**src/rtl/cla_pkg.sv**
```systemverilog
package cla_pkg;
  parameter int unsigned CLA_WIDTH_DEFAULT = 32;
  parameter int unsigned CLA_GROUP_DEFAULT = 4;
endpackage

```
**src/rtl/cla_pg.sv**
```systemverilog
module cla_pg #(
  parameter int unsigned WIDTH = cla_pkg::CLA_WIDTH_DEFAULT
) (
  input  logic [WIDTH-1:0] op_a,
  input  logic [WIDTH-1:0] op_b,
  output logic [WIDTH-1:0] gen,
  output logic [WIDTH-1:0] prop
);
  always_comb begin
    gen  = op_a & op_b;
    prop = op_a ^ op_b;
  end

  // A bit cannot both create and pass a carry.
  always_comb begin
    assert_gp_exclusive_R3: assert ((gen & prop) == '0)
      else $error("generate and propagate overlap");
  end
endmodule

```
**src/rtl/cla_group.sv**
```systemverilog
module cla_group #(
  parameter int unsigned GROUP_W = cla_pkg::CLA_GROUP_DEFAULT
) (
  input  logic [GROUP_W-1:0] gen,
  input  logic [GROUP_W-1:0] prop,
  input  logic               cin,
  output logic [GROUP_W-1:0] carries,
  output logic               cout
);
  logic [GROUP_W:0] c;

  // Flattened sum of products: c[i] built only from g, p and cin.
  always_comb begin
    logic term;
    logic acc;
    c    = '0;
    c[0] = cin;
    for (int i = 1; i <= GROUP_W; i++) begin
      acc = 1'b0;
      for (int j = 0; j < i; j++) begin
        term = gen[j];
        for (int k = j + 1; k < i; k++) term = term & prop[k];
        acc = acc | term;
      end
      term = cin;
      for (int k = 0; k < i; k++) term = term & prop[k];
      acc  = acc | term;
      c[i] = acc;
    end
  end

  always_comb begin
    carries = c[GROUP_W-1:0];
    cout    = c[GROUP_W];
  end

  // The flattened terms must agree with the bit-serial recurrence.
  always_comb begin
    for (int i = 0; i < GROUP_W; i++) begin
      assert_carry_recurrence_R4: assert (c[i+1] == (gen[i] | (prop[i] & c[i])))
        else $error("group carry %0d breaks recurrence", i + 1);
    end
  end
endmodule

```
**src/rtl/cla_sum.sv**
```systemverilog
module cla_sum #(
  parameter int unsigned WIDTH = cla_pkg::CLA_WIDTH_DEFAULT
) (
  input  logic [WIDTH-1:0] prop,
  input  logic [WIDTH-1:0] carries,
  output logic [WIDTH-1:0] sum
);
  always_comb sum = prop ^ carries;
endmodule

```
**src/rtl/cla_adder.sv**
```systemverilog
module cla_adder #(
  parameter int unsigned WIDTH   = cla_pkg::CLA_WIDTH_DEFAULT,
  parameter int unsigned GROUP_W = cla_pkg::CLA_GROUP_DEFAULT
) (
  input  logic [WIDTH-1:0] op_a,
  input  logic [WIDTH-1:0] op_b,
  input  logic             carry_in,
  output logic [WIDTH-1:0] sum,
  output logic             carry_out
);
  localparam int unsigned NUM_GROUPS = WIDTH / GROUP_W;

  logic [WIDTH-1:0]    gen;
  logic [WIDTH-1:0]    prop;
  logic [WIDTH-1:0]    bit_c;
  logic [NUM_GROUPS:0] grp_c;

  cla_pg #(.WIDTH(WIDTH)) u_pg (
    .op_a (op_a),
    .op_b (op_b),
    .gen  (gen),
    .prop (prop)
  );

  assign grp_c[0] = carry_in;

  for (genvar gi = 0; gi < NUM_GROUPS; gi++) begin : g_slice
    cla_group #(.GROUP_W(GROUP_W)) u_grp (
      .gen     (gen[gi*GROUP_W +: GROUP_W]),
      .prop    (prop[gi*GROUP_W +: GROUP_W]),
      .cin     (grp_c[gi]),
      .carries (bit_c[gi*GROUP_W +: GROUP_W]),
      .cout    (grp_c[gi+1])
    );
  end

  cla_sum #(.WIDTH(WIDTH)) u_sum (
    .prop    (prop),
    .carries (bit_c),
    .sum     (sum)
  );

  assign carry_out = grp_c[NUM_GROUPS];

  // Whole-word arithmetic checks against the slice network.
  logic [WIDTH:0] ref_total;
  always_comb begin
    ref_total = {1'b0, op_a} + {1'b0, op_b} + {{WIDTH{1'b0}}, carry_in};
    assert_sum_value_R1: assert (sum == ref_total[WIDTH-1:0])
      else $error("sum mismatch");
    assert_carry_out_R2: assert (carry_out == ref_total[WIDTH])
      else $error("carry_out mismatch");
    if (&prop) begin
      assert_full_propagate_R6: assert (carry_out == carry_in)
        else $error("propagate chain broken");
    end
  end
endmodule

```
**config.mk**
```make
export PLATFORM = sky130hd
export DESIGN_NAME = cla_adder
export DESIGN_NICKNAME = d
export VERILOG_FILES = /design/src/rtl/cla_pkg.sv /design/src/rtl/cla_pg.sv /design/src/rtl/cla_group.sv /design/src/rtl/cla_sum.sv /design/src/rtl/cla_adder.sv
export SDC_FILE = /design/constraint.sdc
export NUM_CORES = 1
export LEC_CHECK = 0
export CORE_UTILIZATION = 31
export DETAILED_ROUTE_END_ITERATION = 8
export PLACE_DENSITY = 0.9
export SETUP_SLACK_MARGIN = 0.5
export SLEW_MARGIN = 5
export SYNTH_ARGS = -nofsm -noshare
export SYNTH_HDL_FRONTEND = slang
export SYNTH_SLANG_ARGS = --single-unit
```
**constraint.sdc**
```tcl
create_clock -name vclk -period 7.1
set_clock_uncertainty 0.05 [all_clocks]
set_input_delay 1.065 -clock vclk [all_inputs]
set_output_delay 1.065 -clock vclk [all_outputs]
set_load 0.1 [all_outputs]
```
==> results of run 1 <==
## kinds of logic after synthesis
group,count (synthesis)
fa+ha+maj,48
buf+inv,4
xor+xnor,24
compound gates,32
simple gates,16
## layer usage
metal,GRT overflow,track usage
met1,0,0.667
met2,58,0.976
met3,0,0.455
met4,28,0.807
met5,0,0.0417
## metrics by stage
stage          hold WS (ns)  instance area (sq um)
2_1_floorplan          2.52                   1360
3_3_place_gp           2.95                   2670
4_1_cts                2.96                   3200
3_5_place_dp           2.96                   2670
## what timing repair did
action,CTS
buffers inserted,59
hold buffers,0
endpoints found under the setup margin,13
gates resized for setup,33
pin swaps,24
==> key figures, run 1 <==
Outcome
  • Outcome: did not finish
  • Last step reached: global routing
  • Tool error: [ERROR GRT-0232] Routing congestion too high. Check the congestion heatmap in the GUI.

Synth
  • Total nets after synthesis: 237
  • Simple-gate share of the synthesized area: 0.0515
  • Dominant combinational cell family by area after synthesis: adder cells
  • Average size of a mapped cell: about 9.4 sq um
  • Count of cell types in the netlist: 11
  • Synthesized-area fraction occupied by adder cells: 0.567
  • Mapped Cells: 124
  • Cell types occupying the most area after synthesis: ha_1 43%, fa_1 14%, xor2_1 11%, xnor2_1 6.8%, a21o_1 5.2%
  • Leading cell type by number of instances after synthesis: ha_1
  • Count of yosys warnings during synthesis: 0
  • Fraction of synthesized cell area in xor and xnor cells: 0.180
  • Fraction of post-synthesis cell area in the top cell type by area: 0.429
  • Commonest cells in the synthesized netlist: 40 x ha_1, 15 x xor2_1, 9 x xnor2_1
  • Proportion of synthesized area in mux cells: 0
  • Post-synth top area cell: ha_1
  • Area fraction in compound gates after synthesis: 0.189
  • Post-Syn Area: 1170 sq um
  • Fraction of the yosys area taken by sequential cells: 0

Place
  • Routability congestion estimate: 0.730
  • Worst slack at placement: -1.18 ns
  • Port-buffer cells: 98
  • Instance count after placement with tap cells included: 286
  • Placed wire-length estimate: 3.69 mm

Timing
  • Last worst endpoint in the global-route repair_timing: carry_out
  • Pin category terminating the worst setup path after the last repair: top-level output

Global route
  • Total global routing overflow: 86
  • Combined global-route utilization of all metal layers: 0.713
  • Pin count of the biggest net entering global routing: 4

Die
  • Height of the die: 63.3 um
  • Starting density of the core: 0.336
  • X dimension of the die: 63.3 um
  • Cell row count: 21
  • Ports placed on the boundary: just under 100
==> run 2: changes to the inputs <==
--- a/config.mk
+++ b/config.mk
@@ -5,10 +5,10 @@
 export SDC_FILE = /design/constraint.sdc
 export NUM_CORES = 1
 export LEC_CHECK = 0
-export CORE_UTILIZATION = 31
+export CORE_AREA = 2 2 63 65
 export DETAILED_ROUTE_END_ITERATION = 8
-export PLACE_DENSITY = 0.9
-export SETUP_SLACK_MARGIN = 0.5
+export DIE_AREA = 0 0 65 67
+export PLACE_DENSITY_LB_ADDON = 0.15
 export SLEW_MARGIN = 5
 export SYNTH_ARGS = -nofsm -noshare
 export SYNTH_HDL_FRONTEND = slang
==> constraint.sdc (replaced) <==
create_clock -name vclk -period 9.2
set_clock_uncertainty 0.05 [all_clocks]
set_input_delay 1.38 -clock vclk [all_inputs]
set_output_delay 1.38 -clock vclk [all_outputs]
set_load 0.1 [all_outputs]
==> run 2 against run 1 <==
  * The run now ends clean
  * Area after synthesis unchanged
  * Synthesized cell count unchanged
==> key figures, run 2 <==
Outcome
  • Outcome: complete, no violations

Synth
  • Average size of a mapped cell: 9.40 sq um
  • Count of yosys warnings during synthesis: 0
  • Commonest cells in the synthesized netlist: 40 x ha_1, 15 x xor2_1, 9 x xnor2_1
  • Fraction of the yosys area taken by sequential cells: 0
  • Fraction of post-synthesis cell area in the top cell type by area: 0.429
  • Total nets after synthesis: about 240
  • Count of cell types in the netlist: 11
  • Post-Syn Area: 1170 sq um
  • Post-synth top area cell: ha_1
  • Mapped Cells: around 120
  • Leading cell type by number of instances after synthesis: ha_1
  • Cell types occupying the most area after synthesis: ha_1 43%, fa_1 14%, xor2_1 11%, xnor2_1 6.8%, a21o_1 5.2%

Die
  • Ports placed on the boundary: 98
  • Placeable Area: 3610 sq um
  • Height of the die: 67 um
  • Cell row count: 22
  • Starting density of the core: 0.323
  • X dimension of the die: 65 um
  • Overall die area: 4360 sq um

Timing
  • Part of the cycle the worst path needs: 0.953
  • Final setup violation count: 0
  • Fmax: 0.114 GHz
  • Final period demand of the worst path: just under 9 ns
  • Max-slew violation total from the final report: 0
  • Max_slew headroom: 0.337
  • Total count of hold-check failures in the final report: 0
  • Worst slew pin tran: 0.991 ns
  • Unrepaired setup endpoints after global routing: no

Setup path
  • Max stage delay on crit path: approximately 0.4 ns
  • CP Launch Point: op_a[2]
  • Capturing element type of the critical path: output pin
  • Stages on the worst setup path: 38
  • Critical path buffers and inverters: 14
  • Largest fanout on the critical path: 3
  • Slowest-stage cell, CP: clkdlybuf4s50_1
  • Cell occurring most often along the worst timing path: buf_4
  • Capture point of the critical path: sum[23]
  • Classification of the worst setup path: in -> out
  • Crit path required time: 7.77 ns
  • Startpoint types: primary input
  • Worst path top cell family by delay: buffers and inverters
  • Data arrival time of the critical path: 7.33 ns

Cells and area
  • Final core area utilization: 0.703
  • Area of the multi-input gates: 1210 sq um
  • Number of nets in the finished design: 360
  • Number of sequential cells in the layout: 0
  • Antenna diode count: 0
  • Number of fill cells in the layout: about 290
  • Sequential cell area: 0 sq um
  • Area growth from synthesis to layout: 117%
  • Fraction of final layout cells sized beyond drive strength 1: 0.204
  • Most common cell after layout, fill and taps aside: clkdlybuf4s50_1
  • Number of clock-tree buffers in the layout: 0
  • Commonest cells after routing, fill and taps aside: 82 x clkdlybuf4s50_1, 32 x ha_1, 28 x buf_4

Power and ir drop
  • Leak Pwr: 0.00120 uW
  • Overall power of the completed layout: roughly 440 uW
  • VDD IR-drop max: 115 uV
  • PD cells: about 170 nW/um^2

Detailed routing
  • DR DRC count: 0
  • Total via count after detailed routing: ~1,400
  • Drt wl/cell: 12.8 um
  • Routed Antenna Nets: 0
  • Total iterations of the first detailed-routing run: 4
  • Number of DRC markers in iteration 0: 21
  • Via/cell ratio: 4.71
  • Aggregate routed wire length: 3.77 mm

Global route
  • Combined global-route utilization of all metal layers: 0.161
  • Vias in the first global route: 1,395
  • First-pass GRT wire length: 5.71 mm
  • Number of antenna violations at the first check in global routing: 0
  • Total global routing overflow: 0
  • Pin count of the biggest net entering global routing: 4

Place
  • Routability congestion estimate: 0.733
  • Placed wire-length estimate: 3.00 mm
  • Port-buffer cells: 98

Hold path
  • Class of the tightest hold or removal check: in -> out

Job
  • Count of max-cap constraint violations: 0

CTS
  • Number of hold-repair buffers added at the cts stage: 0
run 2: cell counts after synthesis:
Identical to the previous run, type by type.
run 2: per-layer routing:
metal | track usage | wire length [um] | vias to the layer above
met1 | 0.158 | 1260 | 639
met5 | 0 | 0 | -
met2 | 0.361 | 2210 | 55
met3 | 0.0253 | 290 | 0
met4 | 0 | 0 | 0
li1 | - | - | 687
run 2: layout make-up:
| type | instances | area share |
|---|---|---|
| Timing Repair Buffer | 121 | 0.493 |
| Multi-Input combinational cell | 120 | 0.478 |
| Tap cell | 48 | 0.0237 |
| Inverter | 4 | 0.00593 |
run 2: power breakdown:
group / internal [uW] / switching [uW] / leakage (uW) / total (uW)
clock network: 0 / 0 / 0 / 0
registers: 0 / 0 / 0 / 0
logic: 145 / 297 / 0.00120 / 442
run 2: worst min path at each step:
stage,start,endpoint,slack (ns),cells after the start
floorplan,op_b[31],sum[31],3.22,2
global placement,op_b[27],sum[27],3.58,4
detailed placement,op_b[27],sum[27],3.60,4
CTS,op_b[27],sum[27],3.61,4
global route,op_b[27],sum[27],3.63,4
finish,op_b[27],sum[27],3.60,4
run 2: kinds of logic after synthesis:
family | after synthesis | share of synthesized area
XOR/XNOR | 24 | 0.180
AO/OA/AOI/OAI | 32 | 0.189
buffers and inverters | 4 | 0.0129
adder cells (fa/ha/maj) | 48 | 0.567
AND/OR/NAND/NOR | 16 | 0.0515
run 2: stage by stage:
step           hold slack (ns)  TNS [ns]  setup WS, ns  std cells  instance area [sq um]
6_report                  3.60         0         0.435        293                   2530
4_1_cts                   3.61         0       0.00588        289                   2440
5_1_grt                   3.63         0        0.0429        293                   2530
2_1_floorplan             3.22         0         0.353        124                   1180
3_3_place_gp              3.58         0        0.0505        270                   2290
3_5_place_dp              3.60    -0.381        -0.121        270                   2290
run 2: repair_timing:
| action | 4_1_cts | 5_1_grt |
|---|---|---|
| cloned | 0 | 0 |
| setup endpoints to repair | 4 | 6 |
| buffers inserted | 19 | 4 |
| resized for setup | 1 | 17 |
| pin swaps | 14 | 24 |
Note: power is estimated with default switching activity, not from simulation.
==> run 3: changes to the inputs <==
--- a/config.mk
+++ b/config.mk
@@ -9,7 +9,6 @@
 export DETAILED_ROUTE_END_ITERATION = 8
 export DIE_AREA = 0 0 65 67
 export PLACE_DENSITY_LB_ADDON = 0.15
-export SLEW_MARGIN = 5
 export SYNTH_ARGS = -nofsm -noshare
 export SYNTH_HDL_FRONTEND = slang
 export SYNTH_SLANG_ARGS = --single-unit
==> results of run 3 <==
Final layout, timing and power as in run 2 (identical DEF).
